<file path="src/rtl/atm_tx_pkg.sv">
// Shared constants and byte-wide helper functions for the transmit cell path.
// Assumes MSB-first bit order on the line for both the check and the scrambler.
package atm_tx_pkg;
    localparam int CELL_BYTES = 53;
    localparam int HDR_BYTES  = 4;            // bytes covered by the check
    localparam int HEC_IDX    = HDR_BYTES;    // position of the check byte
    localparam int SCR_W      = 43;           // scrambler history length
    localparam logic [7:0] CRC_POLY = 8'h07;  // x^8+x^2+x+1 without x^8

    typedef struct packed {
        logic [SCR_W-1:0] st;
        logic [7:0]       q;
    } scr_res_t;

    // One byte of CRC-8 update, MSB first.
    function automatic logic [7:0] crc8_step(input logic [7:0] crc, input logic [7:0] d);
        logic [7:0] c;
        c = crc ^ d;
        for (int i = 0; i < 8; i++) begin
            c = c[7] ? ((c << 1) ^ CRC_POLY) : (c << 1);
        end
        return c;
    endfunction

    // One byte of x^43+1 self-synchronising scrambling, MSB first.
    function automatic scr_res_t scr_byte(input logic [SCR_W-1:0] st_in, input logic [7:0] d);
        scr_res_t r;
        r.st = st_in;
        r.q  = '0;
        for (int i = 7; i >= 0; i--) begin
            r.q[i] = d[i] ^ r.st[SCR_W-1];
            r.st   = {r.st[SCR_W-2:0], r.q[i]};
        end
        return r;
    endfunction
endpackage

</file>
<file path="src/rtl/atm_tx_hec.sv">
// Accumulates the CRC-8 over the header bytes of the current cell.
// Assumes the caller asserts step for each header byte in order, first on byte 0.
module atm_tx_hec
    import atm_tx_pkg::*;
(
    input  logic       clk,
    input  logic       rst_n,
    input  logic       step,
    input  logic       first,
    input  logic [7:0] din,
    output logic [7:0] crc
);
    // Restart on byte 0, fold in each following header byte.
    always_ff @(posedge clk) begin
        if (!rst_n)    crc <= '0;
        else if (step) crc <= crc8_step(first ? 8'h00 : crc, din);
    end
endmodule

</file>
<file path="src/rtl/atm_tx_scrambler.sv">
// Payload scrambler with polynomial x^43+1; state advances only when en is high.
// Assumes the caller raises en for payload bytes only, and only when scrambling is on.
module atm_tx_scrambler
    import atm_tx_pkg::*;
(
    input  logic       clk,
    input  logic       rst_n,
    input  logic       en,
    input  logic [7:0] din,
    output logic [7:0] dout
);
    logic [SCR_W-1:0] st_q;
    scr_res_t         res;

    // Combinational scrambled byte for the current state.
    always_comb begin
        res  = scr_byte(st_q, din);
        dout = res.q;
    end

    // Advance history on scrambled payload bytes only.
    always_ff @(posedge clk) begin
        if (!rst_n)  st_q <= '0;
        else if (en) st_q <= res.st;
    end

    assert_hold_when_idle_R7: assert property (@(posedge clk) disable iff (!rst_n)
        !en |=> $stable(st_q));
endmodule

</file>
<file path="src/rtl/atm_tx_good_cnt.sv">
// Saturating counter of error-free assigned cells.
// Assumes inc is a single-cycle pulse per qualifying cell.
module atm_tx_good_cnt #(
    parameter int CNT_W = 16
) (
    input  logic             clk,
    input  logic             rst_n,
    input  logic             inc,
    output logic [CNT_W-1:0] cnt
);
    localparam logic [CNT_W-1:0] CNT_MAX = '1;

    // Count up, stop at all-ones.
    always_ff @(posedge clk) begin
        if (!rst_n)                    cnt <= '0;
        else if (inc && cnt != CNT_MAX) cnt <= cnt + CNT_W'(1);
    end

    assert_cnt_monotone_R8: assert property (@(posedge clk) disable iff (!rst_n)
        cnt >= $past(cnt));
    assert_cnt_step_R8: assert property (@(posedge clk) disable iff (!rst_n)
        (cnt - $past(cnt)) <= CNT_W'(1));
endmodule

</file>
<file path="src/rtl/atm_tx_cell_proc.sv">
// Transmit cell processor: selects a user or filler cell at each boundary, inserts
// the header check with coset and optional one-shot error, scrambles payload and
// counts good user cells. Assumes a ready cell stays ready until its last byte,
// and configuration changes only between cells.
module atm_tx_cell_proc
    import atm_tx_pkg::*;
#(
    parameter int CNT_W = 16
) (
    input  logic             clk,
    input  logic             rst_n,
    input  logic             cell_rdy,
    input  logic [7:0]       cell_byte,
    output logic             cell_rd,
    input  logic             out_req,
    output logic             out_vld,
    output logic             out_soc,
    output logic [7:0]       out_byte,
    input  logic             cfg_hec_en,
    input  logic [7:0]       cfg_coset,
    input  logic             cfg_scr_en,
    input  logic             cfg_fill_unassigned,
    input  logic [7:0]       cfg_fill_byte,
    input  logic             hec_err_req,
    output logic [CNT_W-1:0] good_cells
);
    localparam int IDX_W = $clog2(CELL_BYTES);

    logic [IDX_W-1:0] idx_q;
    logic             user_q, inj_pend_q, inj_cell_q;
    logic             at_start, at_hec, at_last, in_hdr, in_pay;
    logic             cur_user, ins_hec, fire_hec;
    logic [7:0]       fill_hdr, hdr_byte, pay_raw, pay_scr, crc, hec_byte, nxt_byte;

    // Position decode and source selection for the byte requested now.
    always_comb begin
        at_start = (idx_q == '0);
        at_hec   = (idx_q == IDX_W'(HEC_IDX));
        at_last  = (idx_q == IDX_W'(CELL_BYTES - 1));
        in_hdr   = (idx_q <  IDX_W'(HDR_BYTES));
        in_pay   = (idx_q >  IDX_W'(HEC_IDX));
        cur_user = at_start ? cell_rdy : user_q;
        cell_rd  = out_req && cur_user;
        fill_hdr = (idx_q == IDX_W'(HDR_BYTES - 1)) ? {7'b0, ~cfg_fill_unassigned} : 8'h00;
        hdr_byte = cur_user ? cell_byte : fill_hdr;
        pay_raw  = cur_user ? cell_byte : cfg_fill_byte;
        ins_hec  = !cur_user || cfg_hec_en;
        fire_hec = out_req && at_hec && ins_hec;
        hec_byte = crc ^ cfg_coset ^ {7'b0, inj_pend_q};
    end

    atm_tx_hec u_hec (
        .clk   (clk),
        .rst_n (rst_n),
        .step  (out_req && in_hdr),
        .first (at_start),
        .din   (hdr_byte),
        .crc   (crc)
    );

    atm_tx_scrambler u_scr (
        .clk   (clk),
        .rst_n (rst_n),
        .en    (out_req && in_pay && cfg_scr_en),
        .din   (pay_raw),
        .dout  (pay_scr)
    );

    // Choose the outgoing byte for the current position.
    always_comb begin
        if (in_hdr)                  nxt_byte = hdr_byte;
        else if (at_hec)             nxt_byte = ins_hec ? hec_byte : cell_byte;
        else if (cfg_scr_en)         nxt_byte = pay_scr;
        else                         nxt_byte = pay_raw;
    end

    // Byte position within the cell and the source latched at byte 0.
    always_ff @(posedge clk) begin
        if (!rst_n) begin
            idx_q  <= '0;
            user_q <= 1'b0;
        end else if (out_req) begin
            idx_q <= at_last ? '0 : idx_q + IDX_W'(1);
            if (at_start) user_q <= cell_rdy;
        end
    end

    // One-shot check corruption: pending request and whether this cell used it.
    always_ff @(posedge clk) begin
        if (!rst_n) begin
            inj_pend_q <= 1'b0;
            inj_cell_q <= 1'b0;
        end else begin
            if (fire_hec)         inj_pend_q <= hec_err_req;
            else if (hec_err_req) inj_pend_q <= 1'b1;
            if (out_req && at_start) inj_cell_q <= 1'b0;
            else if (fire_hec)       inj_cell_q <= inj_pend_q;
        end
    end

    // Registered output stage.
    always_ff @(posedge clk) begin
        if (!rst_n) begin
            out_vld  <= 1'b0;
            out_soc  <= 1'b0;
            out_byte <= 8'h00;
        end else begin
            out_vld <= out_req;
            out_soc <= out_req && at_start;
            if (out_req) out_byte <= nxt_byte;
        end
    end

    atm_tx_good_cnt #(.CNT_W(CNT_W)) u_cnt (
        .clk   (clk),
        .rst_n (rst_n),
        .inc   (out_req && at_last && user_q && !inj_cell_q),
        .cnt   (good_cells)
    );

    assert_idx_range_R2: assert property (@(posedge clk) disable iff (!rst_n)
        idx_q < IDX_W'(CELL_BYTES));
    assert_soc_has_vld_R2: assert property (@(posedge clk) disable iff (!rst_n)
        out_soc |-> out_vld);
    assert_inj_clears_R5: assert property (@(posedge clk) disable iff (!rst_n)
        (fire_hec && !hec_err_req) |=> !inj_pend_q);
    assert_filler_no_read_R6: assert property (@(posedge clk) disable iff (!rst_n)
        (out_req && !at_start && !user_q) |-> !cell_rd);
endmodule

</file>
<file path="config.mk">
export PLATFORM = sky130hd
export DESIGN_NAME = atm_tx_cell_proc
export DESIGN_NICKNAME = d
export VERILOG_FILES = /design/src/rtl/atm_tx_pkg.sv /design/src/rtl/atm_tx_hec.sv /design/src/rtl/atm_tx_scrambler.sv /design/src/rtl/atm_tx_good_cnt.sv /design/src/rtl/atm_tx_cell_proc.sv
export SDC_FILE = /design/constraint.sdc
export NUM_CORES = 1
export LEC_CHECK = 0
export ABC_AREA = 1
export BUFFER_PORTS_ARGS = -buffer_cell sky130_fd_sc_hd__buf_4
export CAP_MARGIN = 20
export CORE_MARGIN = 3
export CORE_UTILIZATION = 40
export CTS_CLUSTER_DIAMETER = 60
export CTS_CLUSTER_SIZE = 8
export DETAILED_ROUTE_END_ITERATION = 6
export GPL_TIMING_DRIVEN = 0
export HOLD_SLACK_MARGIN = 0.02
export PLACE_DENSITY = 0.61
export REMOVE_ABC_BUFFERS = 1
export SLEW_MARGIN = 20
export SYNTH_ARGS = -nofsm -noshare
export SYNTH_HDL_FRONTEND = slang
export SYNTH_SLANG_ARGS = --single-unit
</file>
<file path="constraint.sdc">
create_clock -name clk -period 2.12 [get_ports clk]
set_clock_uncertainty 0.1 [all_clocks]
set_input_delay 0.212 -clock clk [delete_from_list [all_inputs] [get_ports clk]]
set_output_delay 0.212 -clock clk [all_outputs]
set_load 0.05 [all_outputs]
</file>
Yosys cells after proc, flatten, opt, wreduce, memory -nomap -nowiden

Cells that the tools add are included.

Add/subtract/negate cells: 2
Multiply operators: 0
Div/mod/pow operators: 0
Order comparisons: 2
Equal/unequal tests: 4
Shift operators: 0
Muxes and demuxes: 20
Bitwise operators: 21
Reduce and logical (&&, ||, !) cells: 17

Operators by type and width:

| kind                  | number |
|---|---|
| $mux 8                | 7 |
| $mux 3                | 8 |
| $not 3->3             | 8 |
| $add 16x1->16 const B | 1 |
| $ne 16x16->1 const B  | 1 |
| $xor 8x8->8           | 2 |
| $logic_and 1x1->1     | 11 |
| $xor 1x1->1           | 8 |
| $xor 8x1->8           | 1 |
| $add 6x1->6 const B   | 1 |
| $eq 6x2->1 const B    | 1 |
| $eq 6x3->1 const B    | 1 |
| $eq 6x6->1 const B    | 1 |
| $gt 6x3->1 const B    | 1 |
| $logic_not 6->1       | 1 |
| $lt 6x3->1 const B    | 1 |
| $mux 6                | 1 |
| $mux 1                | 4 |
| $logic_not 1->1       | 2 |
| $not 1->1             | 2 |
| $reduce_bool 2->1     | 1 |
| $reduce_or 2->1       | 1 |
| $logic_or 1x1->1      | 1 |

Flip-flop bits (word level): 86
Bits in latches: 0
Bits in writable memories: 0
Memory bits (read-only): 0
Output and inout port bits: 27
Logic and storage cells: 76
Memories kept: 0

Depth between registers and ports, before layout

Gate-level depths: netlist of run 1.

Word-level depth: 20
Gate-level depth with buffers: 16
Depth with buffers taken out: 15

Hierarchy

Synthesis of run 1 repeated with hierarchy kept, for this count alone.

Cells, all modules: 749
Area total of the unflattened synthesis: 4932.2 µm²

Modules (own cells, without submodules):

| module           | times used | cells an instance | area an instance (µm²) | sequential area each (µm²) |
|---|---|---|---|---|
| atm_tx_scrambler | 1          | 226               | 1670.4                 | 860.8 |
| atm_tx_cell_proc | 1          | 246               | 1531.5                 | 380.4 |
| atm_tx_good_cnt  | 1          | 149               | 996.0                  | 320.3 |
| atm_tx_hec       | 1          | 128               | 734.5                  | 160.2 |

Least setup slack after synthesis of run 1

Ideal clock, no wire load.

Path type: reg2reg
Start: reg u_cnt.cnt[1]
End: reg u_cnt.cnt[7]
Library setup time: 135 ps
Data arrival time: 1985 ps
Path slack: -101 ps
Stages on the path, launching flop included: 11
Path buffers: 0
Path through: dfxtp_1 > ha_1 > nand2_1 > nor3_1 > nand2_1 > nor2_1 > nand3_1 > nand2_1 > inv_1 > o21ai_0 > a21oi_1

Cells in the longest elaborated chain, start to end: 2
Elaborated cells between the ends (all ways): 3
Those cells by class: add/sub (1); eq/ne (1); reduce/logical (1)

Ends and longest elaborated chain:

| item                                                  | line                  | RTL |
|---|---|---|
| start: declaration                                    | atm_tx_good_cnt.sv:9  | `output logic [CNT_W-1:0] cnt` |
| start signal: assignment                              | atm_tx_good_cnt.sv:16 | `else if (inc && cnt != CNT_MAX) cnt <= cnt + CNT_W'(1);` |
| branches (longest 2 deep; another with $add 16x1->16) | --                    |  |

Parallel ways; which one is timed is not known.
A chain may end at the register's enable or synchronous reset.

Final worst setup path of run 1

Start: reg idx_q[3]
End: reg u_hec.crc[4]

Cells in the longest elaborated chain, start to end: 9
Elaborated cells between the ends (all ways): 12
Those cells by class: order compare (1); mux (6); bitwise (3); reduce/logical (2)

Ends and longest elaborated chain:

| item                     | line                   | RTL |
|---|---|---|
| start: declaration       | atm_tx_cell_proc.sv:29 | `logic [IDX_W-1:0] idx_q;` |
| start signal: assignment | atm_tx_cell_proc.sv:83 | `idx_q <= at_last ? '0 : idx_q + IDX_W'(1);` |
| $logic_not 6->1          | atm_tx_cell_proc.sv:37 | `at_start = (idx_q == '0);` |
| $mux 1                   | --                     |  |
| $mux 8                   | atm_tx_cell_proc.sv:45 | `hdr_byte = cur_user ? cell_byte : fill_hdr;` |
| $xor 8x8->8              | atm_tx_pkg.sv:18       | `c = crc ^ d;` |
| $mux 3                   | atm_tx_pkg.sv:20       | `c = c[7] ? ((c << 1) ^ CRC_POLY) : (c << 1);` |
| $not 3->3 (no line)      | --                     |  |
| $mux 3                   | atm_tx_pkg.sv:20       |  |
| $not 3->3 (no line)      | --                     |  |
| $mux 3                   | atm_tx_pkg.sv:20       |  |
| end signal: assignment   | atm_tx_hec.sv:16       | `else if (step) crc <= crc8_step(first ? 8'h00 : crc, din);` |
| end: declaration         | atm_tx_hec.sv:11       | `output logic [7:0] crc` |

Parallel ways exist; a longest one is shown, timed or not.

==> impl_metrics.csv, run 1 <==
group,metric,value,unit
outcome,status,"finished with violations",
outcome,failed_checks,"negative setup slack",
die,die_area,13400,µm²
place,dp_hpwl,8520,µm
finish,areaGrowthSynthToFinish,27.1,%
timing,rsz0062_at_grt,"true",
place,pre_cts_slack,-1.50,ns
setup_path,critPathKind,"reg2reg",
synthesis,synthCells,715,
timing,post-route-min-period,2.12,ns
timing,tightest_slew,0.828,ns
timing,relSlewSlack,44.8,%
die,start_util,41.5,%
setup_path,cp_cell_sequence,"nor2_4 -> buf_4 -> nand4_4 -> nand2_8 -> buf_12 -> nand2_8 -> xor2_4 -> xor2_2 -> nand2_1 -> nand3_1 -> nand2_1 -> inv_1",
routing,finalWirelength,13600,µm
global_routing,grt_pass1_wl,21400,µm
min_path,min_path_type,"in2reg",
setup_path,cp_num_buf_inv,3,
timing,fmax,472,MHz
clock_tree,cts_buffer_depth,2,
setup_path,cp_slowest_cell,"dfxtp_4",
die,io_pins,59,
global_routing,gr-total-overflow,0,
routing,wl_per_cell,14.7,µm
timing,setup_viol,1,
routing,vias_per_cell,5.22,
finish,nFillCells,1114,
setup_path,cp.required,2.26,ns
clock_tree,cts_made_buffers,9,
clock_tree,cts_tree,"built",
global_routing,grt_pass1_vias,4295,
setup_path,worstSetupEndpointType,"flip-flop",
global_routing,grt_use_total,20.2,%
global_routing,grt_antenna_before_repair,0,
timing,maxSlewViolCount,0,
routing,drtPass1Iterations,5,
die,dieWidth,116,µm
clock_tree,clockRootBuffer,"clkbuf_16",
clock_tree,clk_pin_slew,0.07,ns
synthesis,ys_ff_latch,86,
synthesis,synth.yosys.seq_area_share,35.8,%
die,die-height,116,µm
timing,setup_ws,-0.000408,ns
setup_path,cpLargestDelayFamily,"simple AND/OR/NAND/NOR gates",
finish,seqCellArea,1730,µm²
finish,fin_nets,814,
place,io_buffers,58,
setup_path,max_stage_delay,0.36,ns
synthesis,ys_warn_count,0,
synthesis,netlist_area,4800,µm²
power_and_ir_drop,vdd_drop_max,0.632,mV
global_routing,grt_max_degree,63,
routing,vias,4826,
run,drv_cap,0,
finish,antennaDiodeCount,0,
synthesis,postSynthAreaPerCell,6.72,µm²
timing,fin_crit_sh,100,%
setup_path,cp_max_fo,6,
synthesis,synth.distinct_cells,42,
finish,finalCoreUtilization,52.8,%
clock_tree,clock_sinks,86,
finish,drive_above_1_share,23.4,%
routing,drc,0,
routing,drtAntennaViolNets,0,
clock_tree,clock_latency,0.35,ns
setup_path,start_kind,"flip-flop",
die,rows,39,
clock_tree,htreeDepth,3,
power_and_ir_drop,powerDensity,668,nW/µm²
timing,finalHoldViolCount,0,
die,fp.coreArea,11600,µm²
power_and_ir_drop,leakage,2.69,nW
setup_path,arrival,2.27,ns
place,gp_congestion,0.898,
routing,drtIter0Drc,322,
finish,multi_input_area,2920,µm²
[cell families (layout without fill, tap and decap cells)]
family          after synthesis  after routing  share of synthesized area (%)
compound gates              134            134                           15.8
xor+xnor                     18             18                           3.83
fa+ha+maj                     3              3                          0.782
buf+inv                     130            193                           11.2
flops                        86             86                           35.8
simple gates                344            348                           32.6
[cells in the final DEF, fill, tap and decap left out, drive strengths merged]
cell type    instances
ha                   3
o21ai               67
nand4                9
or2                  1
nand2              180
o21a                 7
nor4                 1
dfxtp               86
dlygate4sd3          1
nor2                79
nor3b                4
a21oi               45
buf                 76
xnor2               10
nor3                13
xor2                 8
nand3b               2
clkinv               3
clkbuf              12
nand3               59
o221ai               1
o211ai              14
inv                101
[tightest hold or removal path, stage by stage]
cell and delay (ns):
buf_4 0.19, nand2_1 0.09, nor2_1 0.04
[timing repair]
action	CTS	global route
endpoints found under the setup margin	75	43
hold endpoints to repair	1	0
setup buffers	4	13
pin swaps	2	22
hold buffers	1	0
resized for setup	21	67
gates cloned	3	1
[layout make-up]
class                      count  share of cell area [%]
inverter                     102                    6.56
clock buffer                  12                    4.04
multi-input combinational    503                    47.8
clock inverter                 2                   0.164
tap                          143                    2.93
timing repair buffer          77                    10.1
sequential                    86                    28.4
[synth_stat cells]
master / instances / area (µm²)
o21ai_1: 3 / 15.0
clkbuf_8: 1 / 13.8
buf_12: 1 / 20.0
xnor2_1: 9 / 78.8
nand4_1: 5 / 31.3
nand3_4: 1 / 17.5
xnor2_4: 1 / 27.5
inv_2: 3 / 11.3
nand4_2: 1 / 12.5
nand4_4: 1 / 21.3
a21oi_1: 43 / 215
ha_1: 3 / 37.5
buf_6: 2 / 22.5
nor3b_1: 4 / 30.0
buf_4: 1 / 7.51
inv_1: 98 / 368
dfxtp_1: 86 / 1720
clkbuf_1: 17 / 63.8
o21a_1: 7 / 52.6
clkinv_1: 1 / 3.75
nand2_1: 162 / 608
nor2_8: 1 / 20.0
o211ai_1: 14 / 105
nand2_4: 5 / 56.3
a21oi_2: 2 / 17.5
nor2_1: 77 / 289
nand3_2: 1 / 10.0
o21ai_0: 58 / 290
nand2_2: 11 / 68.8
or2_2: 1 / 6.26
o21ai_2: 6 / 52.6
nor2_4: 1 / 11.3
buf_1: 1 / 3.75
xor2_2: 1 / 16.3
nor4_1: 1 / 6.26
nor3_2: 2 / 20.0
nand3_1: 57 / 285
o221ai_1: 1 / 8.76
xor2_1: 7 / 61.3
nand3b_1: 2 / 15.0
nor3_1: 11 / 55.1
buf_2: 5 / 25.0
[flip-flops by register name (all words and copies together) (netlist names)]
register    count
idx_q           6
out_vld         1
user_q          1
inj_pend_q      1
u_hec.crc       8
inj_cell_q      1
out_soc         1
out_byte        8
u_cnt.cnt      16
u_scr.st_q     43
[path summary, 6_finish.rpt]
kind	to	from	depth (start not counted)	slack, ns
hold reg to reg	u_scr.st_q[39]	u_scr.st_q[39]	2	0.37
setup reg to reg	u_hec.crc[4]	idx_q[3]	12	-0.0004
setup / recovery	u_hec.crc[4]	idx_q[3]	12	-0.0004
hold / removal	out_soc	out_req	3	0.13
[layer usage]
| metal | vias to the layer above | GRT usage, % | share of wire [%] |
|---|---|---|---|
| li1 | 2432 | - | - |
| met1 | 2231 | 26.3 | 45 |
| met2 | 144 | 32.9 | 47 |
| met3 | 19 | 5.85 | 6.3 |
| met4 | 0 | 5.63 | 1.6 |
| met5 | - | 0 | 0 |
[metrics by stage]
stage          setup TNS (ns)  instances  power [mW]  hold slack, ns  area [µm²]
3_5_place_dp           -58.21        889        2.48           0.331        5290
3_3_place_gp           -71.28        888        2.45           0.316        5260
6_report            -0.000408        925        4.08           0.132        6110
2_1_floorplan          -23.09        687        2.26           0.224        4650
4_1_cts                     0        911        3.97           0.115        5720
5_1_grt                 -1.46        925        4.26           0.141        6110
[power breakdown]
part | leakage [nW] | switching [mW] | internal, mW
clock network | 0.128 | 0.635 | 0.810
logic | 1.86 | 0.582 | 0.348
registers | 0.701 | 0.0396 | 1.66
total | 2.69 | 1.26 | 2.82
Power figures use the tool's default switching activity.
==> run 2: changes to the inputs <==
Settings changed: ABC_AREA 1 to unset.
==> impl_metrics.csv, run 2 <==
group,metric,value,unit
synthesis,ys.flop_type,"dfxtp_1",
setup_path,worstSetupEndpointType,"flip-flop",
place,place_area,5070,µm²
place,gp_congestion,0.926,
routing,vias,4346,
timing,rsz0062_at_grt,"true",
synthesis,synth.top_cells.by_count,"114 x nand2_1, 86 x dfxtp_1, 62 x a21oi_1",
power_and_ir_drop,fin_total_pwr,4.28,mW
synthesis,postSynthAreaPerCell,8.09,µm²
global_routing,grt_pass1_vias,4059,
routing,drtPass1Iterations,4,
run,drv_cap,0,
finish,antennaDiodeCount,0,
timing,maxSlewViolCount,0,
global_routing,met3_usage,3.21,%
synthesis,synth.distinct_cells,60,
global_routing,top_usage_layer,"met2",
synthesis,ys_warn_count,0,
timing,relSlewSlack,20.0,%
die,rows,38,
finish,regMostFlops,"u_scr.st_q",
power_and_ir_drop,internal_power,3.03,mW
outcome,status,"finished with violations",
global_routing,use_met2,32.0,%
routing,drc,0,
die,start_util,41.5,%
timing,tns,-3.26,ns
routing,drtAntennaViolNets,0,
timing,post-route-min-period,2.23,ns
power_and_ir_drop,p_sw,1.24,mW
finish,final_area,6310,µm²
timing,setup_ws,-0.110,ns
power_and_ir_drop,vdd_drop_max,0.486,mV
finish,top_regs,"u_scr.st_q (43), u_cnt.cnt (16)",
routing,wl_per_cell,17.1,µm
setup_path,cp.required,2.25,ns
synthesis,synth_top_area_cell,"dfxtp_1",
timing,setup_viol,62,
global_routing,gr-total-overflow,0,
setup_path,cp_max_fo,9,
power_and_ir_drop,powerDensity,678,nW/µm²
clock_tree,clk_pin_slew,0.06,ns
synthesis,synth.most_common_cell,"nand2_1",
setup_path,arrival,2.36,ns
outcome,failed_checks,"negative setup slack",
synthesis,netlist_area,4550,µm²
min_path,min_path_type,"in2reg",
finish,areaGrowthSynthToFinish,38.5,%
setup_path,critPathKind,"reg2reg",
global_routing,grt_pass1_wl,20200,µm
synthesis,synthCells,563,
power_and_ir_drop,leakage,2.42,nW
finish,largest_reg_flops,43,
synthesis,async_flop_share,0,%
die,dieWidth,113,µm
clock_tree,cts_made_buffers,9,
finish,drive_above_1_share,33.2,%
timing,fin_crit_sh,105,%
die,io_pins,59,
finish,final_cell_mix,"110 x nand2_1, 84 x buf_4, 79 x dfxtp_1",
timing,finalHoldViolCount,0,
place,io_buffers,58,
die,die-height,113,µm
global_routing,grt_use_met1,26.5,%
clock_tree,cts_tree,"built",
power_and_ir_drop,swShare,29.0,%
finish,fin_nets,690,
global_routing,grt_max_degree,56,
clock_tree,clockRootBuffer,"clkbuf_16",
synthesis,synth-edff-count,0,
die,fp.coreArea,11000,µm²
synthesis,synth.yosys.seq_area_share,37.8,%
global_routing,grt_use_total,19.6,%
synthesis,ys_ff_latch,86,
finish,finalCoreUtilization,57.4,%
die,die_area,12700,µm²
clock_tree,htreeDepth,3,
routing,vias_per_cell,5.43,
finish,final_common_cell,"nand2_1",
synthesis,synth.top_cell.area_share,37.8,%
routing,finalWirelength,13700,µm
place,dp_hpwl,7750,µm
routing,drtIter0Drc,313,
power_and_ir_drop,p_seq_share,40.0,%
timing,fmax,448,MHz
clock_tree,clock_latency,0.34,ns
setup_path,start_kind,"flip-flop",
power_and_ir_drop,clkPwrFrac,37.7,%
global_routing,grt_antenna_before_repair,0,
synthesis,synthTopCellsByArea,"dfxtp_1 38%, nand2_1 9.4%, a21oi_1 6.8%",
clock_tree,clock_sinks,86,
timing,tightest_slew,1.20,ns
power_and_ir_drop,combinationalPowerShare,22.3,%
clock_tree,cts_buffer_depth,2,
## run 2: changes by cell type after synthesis, moves of 10 or more
cell,delta
a21o_1,+15
a21oi_1,+19
and2_1,+10
inv_1,-90
nand2_1,-48
nand2_2,-11
nand3_1,-23
nor2_1,-44
o21ai_0,-41
xnor2_1,+10
xor2_1,+18
## run 2: area by class of cell
| class | instances | area [µm²] |
|---|---|---|
| tap | 140 | 175 |
| inverter | 9 | 33.8 |
| clock buffer | 11 | 243 |
| sequential | 86 | 1740 |
| clock inverter | 5 | 58.8 |
| timing repair buffer | 109 | 1010 |
| fill | 974 | 4680 |
| multi-input combinational | 440 | 3040 |
## run 2: power groups by stage
stage               Combinational (mW)  Sequential (mW)  Clock (mW)
finish                           0.952             1.71        1.61
global route                      1.01             1.72        1.70
CTS                              0.824             1.71        1.64
detailed placement               0.724             1.75           0
global placement                 0.716             1.75           0
floorplan                        0.479             1.78           0
## run 2: repair_timing
action,CTS,global route
hold endpoints to repair,1,0
cloned,1,8
pin swaps,41,35
buffers inserted,19,20
setup endpoints to repair,75,73
hold buffers,1,0
resized for setup,53,70
## run 2: logic make-up after synthesis
kind of cell / count (synthesis) / share of synthesized area, %
DFF: 86 / 37.8
and+or+nand+nor: 237 / 25.4
muxes: 12 / 2.83
adders and majority gates: 3 / 0.824
buffers and inverters: 38 / 3.63
xor gates and xnor gates: 48 / 10.3
AOI/OAI and AO/OA: 139 / 19.1
## run 2: critical path, cell delays in order (launching register included)
cell       delay [ns]
dfxtp_4          0.37
or4_4            0.60
buf_4            0.17
buf_4            0.15
nand4_1          0.14
buf_6            0.23
clkbuf_16        0.18
a21oi_2          0.03
o21a_1           0.16
## run 2: worst paths after layout
path	start	end	slack, ns	cells past startpoint
setup / recovery	idx_q[4]	u_scr.st_q[3]	-0.11	8
hold / removal	cell_rdy	user_q	0.04	3
setup reg to reg	idx_q[4]	u_scr.st_q[3]	-0.11	8
hold reg to reg	u_scr.st_q[25]	u_scr.st_q[33]	0.35	2
## run 2: per-layer routing
metal | up-vias | routed length, µm
li1 | 2142 | -
met1 | 2076 | 6150
met2 | 111 | 6680
met3 | 17 | 641
met4 | 0 | 210
met5 | - | 0
## run 2: metrics by stage
stage          setup WS, ns  hold slack [ns]  instances
3_5_place_dp         -0.895            0.335        735
4_1_cts              -0.115           0.0249        772
2_1_floorplan        -0.957            0.226        534
6_report             -0.110           0.0352        800
5_1_grt              -0.173           0.0600        800
3_3_place_gp          -2.04            0.332        732
